$ cat src/rtl/ent_pkg.sv
package ent_pkg;
  localparam logic [31:0] CMD_START = 32'd1;
  localparam logic [31:0] CMD_ABORT = 32'd2;

  typedef enum logic [1:0] {
    SMP_IDLE = 2'd0,
    SMP_RUN  = 2'd1,
    SMP_FULL = 2'd2
  } smp_state_t;

  // bring a requested interval into the legal 1..maxv range
  function automatic logic [31:0] clamp_clks(input logic [31:0] v, input logic [31:0] maxv);
    if (v == 32'd0)
      return 32'd1;
    else if (v > maxv)
      return maxv;
    else
      return v;
  endfunction
endpackage

$ cat src/rtl/ent_cfg_regs.sv
module ent_cfg_regs #(
  parameter int unsigned MAX_CLKS = 231,
  parameter int unsigned CNT_W    = 8
) (
  input  logic             clk,
  input  logic             rst,
  input  logic             wr_cfg,
  input  logic             wr_mask,
  input  logic [31:0]      wdata,
  output logic [CNT_W-1:0] cfg_clks,
  output logic             mask
);
  import ent_pkg::*;

  logic [31:0] clamped;
  assign clamped = clamp_clks(wdata, 32'(MAX_CLKS));

  always_ff @(posedge clk) begin
    if (rst) begin
      cfg_clks <= CNT_W'(1);
      mask     <= 1'b0;
    end else begin
      if (wr_cfg)  cfg_clks <= CNT_W'(clamped);
      if (wr_mask) mask     <= wdata[0];
    end
  end

  assert_cfg_range_R8: assert property (@(posedge clk) disable iff (rst)
    (cfg_clks >= CNT_W'(1)) && (32'(cfg_clks) <= 32'(MAX_CLKS)));
endmodule

$ cat src/rtl/ent_sampler.sv
module ent_sampler #(
  parameter int unsigned TOTAL_BITS = 128,
  parameter int unsigned CNT_W      = 8
) (
  input  logic                  clk,
  input  logic                  rst,
  input  logic                  start_cmd,
  input  logic                  abort_cmd,
  input  logic                  ack_cmd,
  input  logic [CNT_W-1:0]      cfg_clks,
  input  logic                  ent_bit,
  output logic                  valid_o,
  output logic [TOTAL_BITS-1:0] data_o
);
  import ent_pkg::*;

  localparam int unsigned BIT_W = $clog2(TOTAL_BITS);

  smp_state_t            state_q;
  logic [CNT_W-1:0]      cnt_q;
  logic [BIT_W-1:0]      nbit_q;
  logic [TOTAL_BITS-1:0] shreg_q;
  logic                  pend_q;
  logic                  tick;
  logic                  last_bit;

  assign tick     = (cnt_q == cfg_clks - CNT_W'(1));
  assign last_bit = (nbit_q == BIT_W'(TOTAL_BITS - 1));

  always_ff @(posedge clk) begin
    if (rst) begin
      state_q <= SMP_IDLE;
      cnt_q   <= '0;
      nbit_q  <= '0;
      shreg_q <= '0;
      pend_q  <= 1'b0;
    end else begin
      case (state_q)
        SMP_IDLE: begin
          if (start_cmd) begin
            state_q <= SMP_RUN;
            cnt_q   <= '0;
            nbit_q  <= '0;
            shreg_q <= '0;
          end
        end
        SMP_RUN: begin
          if (abort_cmd) begin
            state_q <= SMP_IDLE;
            shreg_q <= '0;
          end else if (tick) begin
            cnt_q   <= '0;
            shreg_q <= {shreg_q[TOTAL_BITS-2:0], ent_bit};
            if (last_bit) begin
              state_q <= SMP_FULL;
              nbit_q  <= '0;
            end else begin
              nbit_q <= nbit_q + BIT_W'(1);
            end
          end else begin
            cnt_q <= cnt_q + CNT_W'(1);
          end
        end
        SMP_FULL: begin
          if (ack_cmd) begin
            shreg_q <= '0;
            cnt_q   <= '0;
            nbit_q  <= '0;
            pend_q  <= 1'b0;
            state_q <= pend_q ? SMP_RUN : SMP_IDLE;
          end else if (start_cmd) begin
            pend_q <= 1'b1;
          end else if (abort_cmd) begin
            pend_q <= 1'b0;
          end
        end
        default: state_q <= SMP_IDLE;
      endcase
    end
  end

  assign valid_o = (state_q == SMP_FULL);
  assign data_o  = shreg_q;

  assert_valid_from_run_R2: assert property (@(posedge clk) disable iff (rst)
    $rose(valid_o) |-> $past(state_q == SMP_RUN));
  assert_abort_stops_R4: assert property (@(posedge clk) disable iff (rst)
    (state_q == SMP_RUN && abort_cmd) |=> (state_q == SMP_IDLE) && !valid_o);
  assert_ack_clears_R5: assert property (@(posedge clk) disable iff (rst)
    (state_q == SMP_FULL && ack_cmd && !pend_q) |=> !valid_o && (data_o == '0));
  assert_pending_hold_R7: assert property (@(posedge clk) disable iff (rst)
    (state_q == SMP_FULL && !ack_cmd) |=> valid_o && $stable(shreg_q));
endmodule

$ cat src/rtl/ent_rd_mux.sv
module ent_rd_mux #(
  parameter int unsigned WORD_W    = 32,
  parameter int unsigned NUM_WORDS = 4,
  parameter int unsigned IDX_W     = 3,
  parameter int unsigned CNT_W     = 8
) (
  input  logic                        clk,
  input  logic                        rst,
  input  logic                        rd,
  input  logic [IDX_W-1:0]            idx,
  input  logic                        valid,
  input  logic [NUM_WORDS*WORD_W-1:0] data,
  input  logic [CNT_W-1:0]            cfg_clks,
  input  logic                        mask,
  output logic [WORD_W-1:0]           rdata
);
  localparam int unsigned WSEL_W   = $clog2(NUM_WORDS);
  localparam int unsigned STAT_IDX = NUM_WORDS + 1;
  localparam int unsigned CFG_IDX  = NUM_WORDS + 2;
  localparam int unsigned MASK_IDX = NUM_WORDS + 3;

  logic [WORD_W-1:0] words [NUM_WORDS];
  logic [WORD_W-1:0] rd_next;

  for (genvar g = 0; g < NUM_WORDS; g++) begin : g_word
    assign words[g] = data[g*WORD_W +: WORD_W];
  end

  always_comb begin
    rd_next = '0;
    if (int'(idx) < NUM_WORDS)
      rd_next = valid ? words[idx[WSEL_W-1:0]] : '0;
    else if (idx == IDX_W'(STAT_IDX))
      rd_next = {{(WORD_W-1){1'b0}}, valid};
    else if (idx == IDX_W'(CFG_IDX))
      rd_next = {{(WORD_W-CNT_W){1'b0}}, cfg_clks};
    else if (idx == IDX_W'(MASK_IDX))
      rd_next = {{(WORD_W-1){1'b0}}, mask};
  end

  always_ff @(posedge clk) begin
    if (rst)     rdata <= '0;
    else if (rd) rdata <= rd_next;
  end

  assert_rd_zero_R3: assert property (@(posedge clk) disable iff (rst)
    (rd && int'(idx) < NUM_WORDS && !valid) |=> (rdata == '0));
endmodule

$ cat src/rtl/ent_reg_ctrl.sv
module ent_reg_ctrl #(
  parameter int unsigned WORD_W    = 32,
  parameter int unsigned NUM_WORDS = 4,
  parameter int unsigned ADDR_W    = 5,
  parameter int unsigned MAX_CLKS  = 231
) (
  input  logic              clk,
  input  logic              rst,
  input  logic              wr_en,
  input  logic              rd_en,
  input  logic [ADDR_W-1:0] addr,
  input  logic [31:0]       wdata,
  output logic [31:0]       rdata,
  input  logic              ent_bit,
  output logic              irq
);
  import ent_pkg::*;

  localparam int unsigned IDX_W      = ADDR_W - 2;
  localparam int unsigned TOTAL_BITS = NUM_WORDS * WORD_W;
  localparam int unsigned CNT_W      = $clog2(MAX_CLKS + 1);
  localparam int unsigned CTRL_IDX   = NUM_WORDS;
  localparam int unsigned STAT_IDX   = NUM_WORDS + 1;
  localparam int unsigned CFG_IDX    = NUM_WORDS + 2;
  localparam int unsigned MASK_IDX   = NUM_WORDS + 3;

  logic [IDX_W-1:0]      idx;
  logic                  aligned;
  logic                  wr_ok;
  logic                  start_cmd, abort_cmd, ack_cmd;
  logic                  wr_cfg, wr_mask;
  logic [CNT_W-1:0]      cfg_clks;
  logic                  mask;
  logic                  valid;
  logic [TOTAL_BITS-1:0] data;

  assign idx       = addr[ADDR_W-1:2];
  assign aligned   = (addr[1:0] == 2'b00);
  assign wr_ok     = wr_en && aligned;
  assign start_cmd = wr_ok && (idx == IDX_W'(CTRL_IDX)) && (wdata == CMD_START);
  assign abort_cmd = wr_ok && (idx == IDX_W'(CTRL_IDX)) && (wdata == CMD_ABORT);
  assign ack_cmd   = wr_ok && (idx == IDX_W'(STAT_IDX)) && wdata[0];
  assign wr_cfg    = wr_ok && (idx == IDX_W'(CFG_IDX));
  assign wr_mask   = wr_ok && (idx == IDX_W'(MASK_IDX));

  ent_cfg_regs #(.MAX_CLKS(MAX_CLKS), .CNT_W(CNT_W)) u_cfg (
    .clk(clk), .rst(rst), .wr_cfg(wr_cfg), .wr_mask(wr_mask),
    .wdata(wdata), .cfg_clks(cfg_clks), .mask(mask)
  );

  ent_sampler #(.TOTAL_BITS(TOTAL_BITS), .CNT_W(CNT_W)) u_smp (
    .clk(clk), .rst(rst), .start_cmd(start_cmd), .abort_cmd(abort_cmd),
    .ack_cmd(ack_cmd), .cfg_clks(cfg_clks), .ent_bit(ent_bit),
    .valid_o(valid), .data_o(data)
  );

  ent_rd_mux #(.WORD_W(WORD_W), .NUM_WORDS(NUM_WORDS), .IDX_W(IDX_W), .CNT_W(CNT_W)) u_rd (
    .clk(clk), .rst(rst), .rd(rd_en && aligned), .idx(idx), .valid(valid),
    .data(data), .cfg_clks(cfg_clks), .mask(mask), .rdata(rdata)
  );

  always_ff @(posedge clk) begin
    if (rst) irq <= 1'b0;
    else     irq <= valid && mask;
  end

  assert_irq_needs_valid_R9: assert property (@(posedge clk) disable iff (rst)
    irq |-> $past(valid));
endmodule

$ cat config.mk
export PLATFORM = sky130hd
export DESIGN_NAME = ent_reg_ctrl
export DESIGN_NICKNAME = d
export VERILOG_FILES = /design/src/rtl/ent_pkg.sv /design/src/rtl/ent_cfg_regs.sv /design/src/rtl/ent_sampler.sv /design/src/rtl/ent_rd_mux.sv /design/src/rtl/ent_reg_ctrl.sv
export SDC_FILE = /design/constraint.sdc
export NUM_CORES = 1
export LEC_CHECK = 0
export BUFFER_PORTS_ARGS = -buffer_cell sky130_fd_sc_hd__buf_2
export CORE_UTILIZATION = 40
export DETAILED_ROUTE_END_ITERATION = 6
export HOLD_SLACK_MARGIN = 0.03
export SYNTH_ARGS = -nofsm -noshare
export SYNTH_HDL_FRONTEND = slang
export SYNTH_SLANG_ARGS = --single-unit
$ cat constraint.sdc
create_clock -name clk -period 2.61 [get_ports clk]
set_clock_uncertainty 0.1 [all_clocks]
set_input_delay 0.522 -clock clk [delete_from_list [all_inputs] [get_ports clk]]
set_output_delay 0.522 -clock clk [all_outputs]
set_load 0.02 [all_outputs]
# [Word level (Yosys, flattened, before mapping)]
# Cells that the tools add are included.
[totals] reg_bits=188 latch_bits=0 ram_bits=0 mem_bits_ro=0 in_bits=42 output_inout_bits=33 word_cells=88 memories=0
[op_classes] addsub=3 n_mul=0 n_div=0 order_cmp=3 n_eq_ne=16 shift=0 n_mux=36 bitwise_logic=1 n_reduce_logical=20
[op_table] cell="128-bit two-way mux" n=4
[op_table] cell="128-bit case mux with 3 select lines" n=1
[op_table] cell="32-bit two-way mux" n=6
[op_table] cell="32-bit binary-select mux with 2-bit select" n=1
[op_table] cell="8-bit two-way mux" n=6
[op_table] cell="7-bit two-way mux" n=5
[op_table] cell="32-bit by 1-bit equality test with 1-bit output, second input constant" n=1
[op_table] cell="32-bit by 2-bit equality test with 1-bit output, second input constant" n=1
[op_table] cell="32-bit by 8-bit > comparator with 1-bit output, second input constant" n=1
[op_table] cell="32-bit zero test" n=1
[op_table] cell="8-bit case mux with 3 select lines" n=1
[op_table] cell="7-bit case mux with 3 select lines" n=1
[op_table] cell="3-bit equality test, second input constant" n=4
[op_table] cell="4-bit AND reduction" n=3
[op_table] cell="1-bit logical AND" n=10
[op_table] cell="2-bit two-way mux" n=5
[op_table] cell="8-bit by 1-bit adder with 8-bit output, second input constant" n=1
[op_table] cell="8-bit equality test" n=1
[op_table] cell="8-bit by 1-bit subtractor with 8-bit output, second input constant" n=1
[op_table] cell="7-bit by 1-bit adder with 7-bit output, second input constant" n=1
[op_table] cell="7-bit equality test, second input constant" n=1
[op_table] cell="2-bit inequality test, second input constant" n=3
[op_table] cell="3-bit by 2-bit inequality test with 1-bit output, second input constant" n=2
[op_table] cell="2-bit case mux with 3 select lines" n=1
[op_table] cell="11 further kinds" n=17

# [Depth between registers and ports, before layout]
# Gate-level depths: netlist of run 1.
[depth] depth_word=7 depth_mapped=13 depth_no_buf=9

# [By module]
# From an unflattened synthesis of run 1, not the netlist that was laid out.
[unflattened] hier_cells=948 hier_area_um2=9310.2
[modules_own_cells] module="ent_sampler" n_inst=1 cells_each=743 area_each_um2=6782.8 seq_area_each_um2=2922.8
[modules_own_cells] module="ent_rd_mux" n_inst=1 cells_each=132 area_each_um2=1910.6 seq_area_each_um2=640.6
[modules_own_cells] module="ent_cfg_regs" n_inst=1 cells_each=49 area_each_um2=432.9 seq_area_each_um2=180.2
[modules_own_cells] module="ent_reg_ctrl" n_inst=1 cells_each=24 area_each_um2=183.9 seq_area_each_um2=20.0

# [Worst setup path after synthesis of run 1]
# No wires, ideal clock.
[synth_path] path_type="flip-flop to flip-flop" from="register u_cfg.cfg_clks[1]" to="register u_smp.shreg_q[10], in the netlist u_smp.data_o[10]" t_arrival_ps=2158 t_required_ps=2393 slack_ps=235 stages_incl_launch_ff=13 path_cell_list="dfxtp_1 -> inv_1 -> ha_1 -> buf_2 -> o21bai_1 -> a211oi_1 -> o21bai_1 -> and2_4 -> o21ai_1 -> a21oi_2 -> buf_8 -> buf_8 -> a22o_1"
[synth_between] elab_chain_cells=4
[synth_rtl] element="from (decl)" line_no="ent_cfg_regs.sv:10" source="output logic [CNT_W-1:0] cfg_clks,"
[synth_rtl] element="from (signal assigned)" line_no="ent_cfg_regs.sv:23" source="if (wr_cfg) cfg_clks <= CNT_W'(clamped);"
[synth_rtl] element="8-bit by 1-bit subtractor with 8-bit output" line_no="ent_sampler.sv:27" source="assign tick = (cnt_q == cfg_clks - CNT_W'(1));"
[synth_rtl] element="8-bit equality test" line_no="ent_sampler.sv:27"
[synth_rtl] element="3-bit by 2-bit inequality test with 1-bit output (no source line)"
[synth_rtl] element="4-bit AND reduction (no source line)"
[synth_rtl] element="to (signal assigned)" line_no="ent_sampler.sv:53" source="shreg_q <= {shreg_q[TOTAL_BITS-2:0], ent_bit};"
[synth_rtl] element="to (decl)" line_no="ent_sampler.sv:22" source="logic [TOTAL_BITS-1:0] shreg_q;"
# Every way passes these cells.
# A chain may end at the register's enable or synchronous reset.

# [Worst setup path in the final report of run 1]
[layout_path] from="register u_cfg.cfg_clks[0]" to="register u_smp.shreg_q[41], in the netlist u_smp.data_o[41]"
# Same word-level chain as after synthesis.

==> results.toml, run 1 <==
[drt]
dr.pass1.iters = 5
wl_per_cell_um = 17.1
vias = 5672
wl_mm = 17.4
drtIter0Drc = 360
viasPerCell = 5.57
drc = 0
postRouteAntennaNets = 0

[timing]
finalHoldViolations = 0
setup-tns-final_ps = 0
setup-violations-final = 0
worst-slew-pin-transition_ps = 509
finalCriticalPeriod_ps = 2460
slew_headroom_pct = 66.1
grt_setup_unrepaired = "false"
post-route-period-util_pct = 94.3
slew_viol_final = 0
fmaxAchievable_ghz = 0.406
finalWorstSetupSlack_ps = 148

[final_layout]
final_cells = 1018
fin_util_pct = 46.9
n_fill_cell = 1773
antenna_cells = 0
multiInputGateArea_um2 = 3510
final_nets = 790
regArea_um2 = 3760
area_growth_pct = 13.3
drive_above_1_share_pct = 24.3

[die]
rows = 50
core_um2 = 19000
die_h_um = 142
io_pins = 75
start_util_pct = 41.4
dieArea_um2 = 20200
die_w_um = 142

[clock_tree]
clk_pin_slew_ps = 70
cts.htree.levels = 4
hold_buffers = 0
insertion_delay_ps = 420
cts.path.max_buffers = 2
tritoncts = "built"
cts_root_buf = "clkbuf_16"
cts_buffers = 17
clkSinkCount = 188

[worst_setup_path]
cp-start-kind = "flip-flop"
arrival_ps = 2680
crit_path_start = "u_cfg.cfg_clks[0]"
critPathCapture = "u_smp.data_o[41]"
rrSetupSlack_ps = 150
worst_path_max_delay_cell = "dfxtp_1"
crit_family = "compound AO/OA/AOI/OAI gates"
path_class = "flip-flop to flip-flop"
endpoint_kind = "flip-flop"
timing.rr.end = "u_smp.data_o[41]"
max_stage_delay_ps = 400
crit_top_cell = "o21bai_1"
critPathBufInv = 2
path_max_fanout = 54
path_depth = 10
worst-r2r-cell-count = 10
worstPathRequired_ps = 2820
reg2reg_from = "u_cfg.cfg_clks[0]"
crit_chain = "inv_1 -> ha_2 -> o21bai_1 -> a211oi_2 -> o21bai_1 -> and2_4 -> o21ai_2 -> a21oi_4 -> buf_12 -> a22o_1"

[yosys]
synth_top_cells_by_count = "188 x dfxtp_1, 128 x a22o_1, 60 x nor2_1, 31 x mux4_2, 27 x a22oi_1"
avgSynthCellArea_um2 = 11.6
seq_area_frac_synth_pct = 47.8
yosysTopAreaCell = "dfxtp_1"
syn_area_um2 = 7870
yosys_warnings = 0
synth_area_leaders = "dfxtp_1 48%, a22o_1 14%, mux4_2 8.9%, nor2_1 2.9%, buf_12 2.8%"
synth_nets = 723
synth-seq-cells = 188
synth_top_area_share_pct = 47.8
synth.most_common_cell = "dfxtp_1"
synth_edf_count = 0
synth_cells = 678
synth-main-ff-cell = "dfxtp_1"
synthArstFlopShare_pct = 0
synth_cell_types = 61

[power_and_ir_drop]
irDropWorstVdd_v = 0.000454
power.leakage_nw = 3.44
power-per-cell-area_nw_per_um2 = 628

[placed_design]
hpwl_mm = 11.5
placed_cells = 983
pre_cts_ws_ps = -26.9
portBuffers = 74
gp_congestion = 0.875

[grt]
grt_pass1_wl_mm = 28.5
grt_max_degree = 60
track_usage_pct = 17.8
antenna_found_initial = 0
grt_overflow = 0
grt_pass1_vias = 5496

[worst_hold_path]
hold_class = "primary input to flip-flop"
holdPathStages = 2
hp-start = "ent_bit"

[outcome]
status = "finished clean"

[job]
maxCapViolCount = 0
report_power, final:
part	internal [mW]	switching, mW
clock	1.27	1.22
sequential	2.87	0.00502
combinational	0.0803	0.137
sequential cells by signal, indices dropped and copies added (netlist names):
signal	count
irq	1
u_smp.pend_q	1
u_cfg.cfg_clks	8
u_smp.state_q	2
u_smp.data_o	128
u_smp.cnt_q	8
u_smp.nbit_q	7
u_rd.rdata	32
u_cfg.mask	1
placed cells by master (no fill, tap or decap), types with 6 or more instances in the layout:
master	Yosys	final
inv_1	8	8
buf_4	0	22
nor3_1	15	14
clkbuf_16	0	19
nand2_1	20	20
xnor2_1	13	13
o21ai_0	10	10
nor2_1	60	60
nand3_1	12	12
buf_12	11	6
inv_6	0	6
mux4_2	31	31
nor4_1	8	8
buf_2	5	74
dfxtp_1	188	188
a22oi_1	27	27
nand4_1	6	6
a21oi_1	15	15
a22o_1	128	128
a221oi_1	7	7
timing repair:
item                                    CTS  global route
resized for setup                         1             2
pin swaps                                 0             1
setup buffers                             0             1
endpoints found under the hold margin     0             0
endpoints found under the setup margin  122           129
cloned                                    0             2
cell type report:
class | count | share of cell area, %
clock buffers | 17 | 4.77
clock inverters | 15 | 1.68
inverters | 8 | 0.337
multi-input cells | 426 | 39.4
flip-flops and latches | 188 | 42.2
well taps | 260 | 3.65
repair buffers | 104 | 7.92
cell families after synthesis:
logic type,count (synthesis),share of synthesized area (%)
AOI/OAI and AO/OA,217,22.5
buffers and inverters,64,7.84
DFF,188,47.8
muxes,35,9.38
adders and majority gates,3,0.477
xor gates and xnor gates,17,1.89
and+or+nand+nor,154,10.1
metrics by stage:
stage | power, mW | hold slack [ps] | cell area [µm²]
finish | 5.59 | 234 | 8910
global route | 5.80 | 215 | 8910
detailed placement | 3.16 | 370 | 8260
global placement | 3.16 | 361 | 8260
CTS | 5.65 | 219 | 8830
floorplan | 3.10 | 344 | 7870
layer usage:
metal	vias up	share of wire, %	GRT usage (%)
met4	0	1.3	6.00
met5	-	0	0
met2	106	48	28.5
met1	2815	47	23.9
li1	2735	-	-
met3	16	3.6	3.57
how the worst min path moves through the flow:
stage,end,slack [ps]
6_report,u_smp.data_o[0],230
5_1_grt,u_smp.data_o[0],210
4_1_cts,u_smp.data_o[0],220
3_5_place_dp,u_smp.data_o[127],370
3_3_place_gp,u_smp.data_o[127],360
2_1_floorplan,u_smp.data_o[127],340
Note: power is estimated with default switching activity, not from simulation.
==> run 2, diff against run 1 <==
ABC_AREA = 1   (was unset)
==> results.toml, run 2 <==
[worst_setup_path]
max_stage_delay_ps = 380
worst-r2r-cell-count = 15
crit_top_cell = "nand2_1"
arrival_ps = 2540
reg2reg_from = "u_cfg.cfg_clks[1]"
worst_path_max_delay_cell = "dfxtp_1"
worstPathRequired_ps = 2840
path_max_fanout = 65
cp-start-kind = "flip-flop"
endpoint_kind = "flip-flop"
critPathBufInv = 3
rrSetupSlack_ps = 290
crit_chain = "inv_1 -> ha_1 -> inv_1 -> nand2_1 -> nand2_1 -> nand2_1 -> nor2_1 -> nand3_1 -> nor2_1 -> nand2_1 -> nand2_2 -> nand2_8 -> buf_12 -> a21oi_1 -> nor2_1"
crit_family = "simple AND/OR/NAND/NOR gates"
timing.rr.end = "u_smp.data_o[80]"
path_class = "flip-flop to flip-flop"

[grt]
grt_overflow = 0
antenna_found_initial = 0
grt_pass1_vias = 7773
track_usage_pct = 19.6
grt_pass1_wl_mm = 37.5
grt_max_degree = 131

[die]
start_util_pct = 41.1
die_w_um = 152
core_um2 = 22000
die_h_um = 152
dieArea_um2 = 23200
io_pins = 75
rows = 54

[yosys]
synthArstFlopShare_pct = 0
synth.most_common_cell = "nand2_1"
synth_cells = 1391
synth_nets = 1436
synth_top_cells_by_count = "409 x nand2_1, 188 x dfxtp_1, 185 x nor2_1, 174 x a21oi_1, 171 x inv_1"
synth_edf_count = 0
yosysTopAreaCell = "dfxtp_1"
seq_area_frac_synth_pct = 41.7
synth_top_area_share_pct = 41.7
yosys_warnings = 0
synth_cell_types = 34
synth-main-ff-cell = "dfxtp_1"
synth-seq-cells = 188
avgSynthCellArea_um2 = 6.49
syn_area_um2 = 9020
synth_area_leaders = "dfxtp_1 42%, nand2_1 17%, a21oi_1 9.7%, nor2_1 7.7%, inv_1 7.1%"

[final_layout]
drive_above_1_share_pct = 10.0
antenna_cells = 0
final_cell_mix = "408 x nand2_1, 188 x dfxtp_1, 185 x nor2_1"
final_common_cell = "nand2_1"
largest_reg_flops = 128
multiInputGateArea_um2 = 4200
final_nets = 1471
regArea_um2 = 3760
n_fill_cell = 2258
area_growth_pct = 13.4

[timing]
finalHoldViolations = 0
setup-violations-final = 0
slew_viol_final = 0
slew_headroom_pct = 61.2
worst-slew-pin-transition_ps = 583
finalCriticalPeriod_ps = 2320
setup-tns-final_ps = 0
fmaxAchievable_ghz = 0.432
post-route-period-util_pct = 88.7
grt_setup_unrepaired = "false"

[clock_tree]
cts_root_buf = "clkbuf_16"
cts.htree.levels = 4
cts.path.max_buffers = 2
cts_buffers = 17
insertion_delay_ps = 430
clkSinkCount = 188
clk_pin_slew_ps = 70
tritoncts = "built"

[placed_design]
portBuffers = 74
gp_congestion = 0.822
hpwl_mm = 13.9

[outcome]
status = "finished with violations"
violations = "design-rule violations"

[worst_hold_path]
hold_class = "primary input to flip-flop"
hp-start = "ent_bit"
holdPathStages = 3
min_to = "u_smp.data_o[0]"

[drt]
drtIter0Drc = 600
vias = 8335
drc = 4
viasPerCell = 4.85
dr.pass1.iters = 7
wl_mm = 21.9
wl_per_cell_um = 12.8
postRouteAntennaNets = 0

[power_and_ir_drop]
totalPowerFinal_mw = 10.6
power.leakage_nw = 4.83
power-per-cell-area_nw_per_um2 = 1040
irDropWorstVdd_v = 0.000509

[job]
maxCapViolCount = 0
==> run 2: cell types whose count changed in the layout (fill, tap and decap cells not counted), moves of 55 or more <==
cell and change:
o22ai_1 +55, nor2_1 +125, a21oi_1 +159, inv_1 +163, nand2_1 +388, a22o_1 -128
==> run 2: metrics by stage <==
| stage | std cells | util, % | worst slack [ps] | instance area [µm²] | hold WS [ps] |
|---|---|---|---|---|---|
| 3_3_place_gp | 1687 | 43.8 | 195 | 9620 | 352 |
| 5_1_grt | 1719 | 46.6 | 34.9 | 10200 | 239 |
| 2_1_floorplan | 1391 | - | 555 | 9020 | 339 |
| 4_1_cts | 1719 | 46.6 | 210 | 10200 | 208 |
| 6_report | 1719 | 46.6 | 294 | 10200 | 214 |
| 3_5_place_dp | 1687 | 43.8 | 154 | 9620 | 354 |
==> run 2: final cells by class <==
| cell class | instances | area share [%] |
|---|---|---|
| Multi-Input combinational cell | 944 | 41.0 |
| Sequential cell | 188 | 36.8 |
| Inverter | 177 | 6.52 |
| Timing Repair Buffer | 98 | 6.36 |
| Clock buffer | 19 | 4.33 |
| Tap cell | 280 | 3.42 |
| Clock inverter | 13 | 1.61 |
==> run 2: kinds of logic (layout without fill, tap and decap cells) <==
family,Yosys count,in the layout,synth area share (%)
buffers and inverters,259,307,12.1
XOR/XNOR,6,6,0.582
adder cells (fa/ha/maj),3,3,0.416
AND/OR/NAND/NOR,642,642,27.6
AO/OA/AOI/OAI,293,293,17.5
flip-flops,188,188,41.7
==> run 2: worst reg2reg max path, stage by stage (launching register included) <==
cell     delay [ps]
dfxtp_1         380
inv_1            60
ha_1            290
inv_1            60
nand2_1          40
nand2_1          50
nand2_1          40
nor2_1           90
nand3_1          70
nor2_1          100
nand2_1         100
nand2_2         150
nand2_8         170
buf_12          250
a21oi_1         200
nor2_1           50
==> run 2: routing by layer <==
layer  vias up  GRT usage, %  share of wire, %
met4         0          4.47              0.85
met5         -             0                 0
met3        14          3.70               4.0
li1       4445             -                 -
met1      3728          26.6                49
met2       148          32.0                46
==> run 2: power by group <==
group	total, mW	leakage [nW]	internal [mW]	switching (mW)
sequential	4.01	1.53	3.60	0.407
combinational	3.93	3.00	1.43	2.50
clock	2.68	0.298	1.54	1.14
total	10.6	4.83	6.58	4.04
==> run 2: repair_timing <==
item / 4_1_cts / 5_1_grt
resized for setup: 0 / 1
setup endpoints to repair: 0 / 49
hold buffers: 0 / 0
setup buffers: 0 / 0
==> run 2: worst max-delay path by stage <==
stage | startpoint | to | slack [ps] | cells after the start
2_1_floorplan | u_cfg.cfg_clks[0] | u_smp.data_o[100] | 560 | 16
3_3_place_gp | wdata[0] | u_smp.data_o[32] | 200 | 14
3_5_place_dp | wdata[3] | u_smp.data_o[80] | 150 | 13
4_1_cts | u_cfg.cfg_clks[0] | u_smp.data_o[80] | 210 | 15
6_report | u_cfg.cfg_clks[1] | u_smp.data_o[80] | 290 | 15
5_1_grt | u_cfg.cfg_clks[1] | u_smp.data_o[78] | 30 | 16
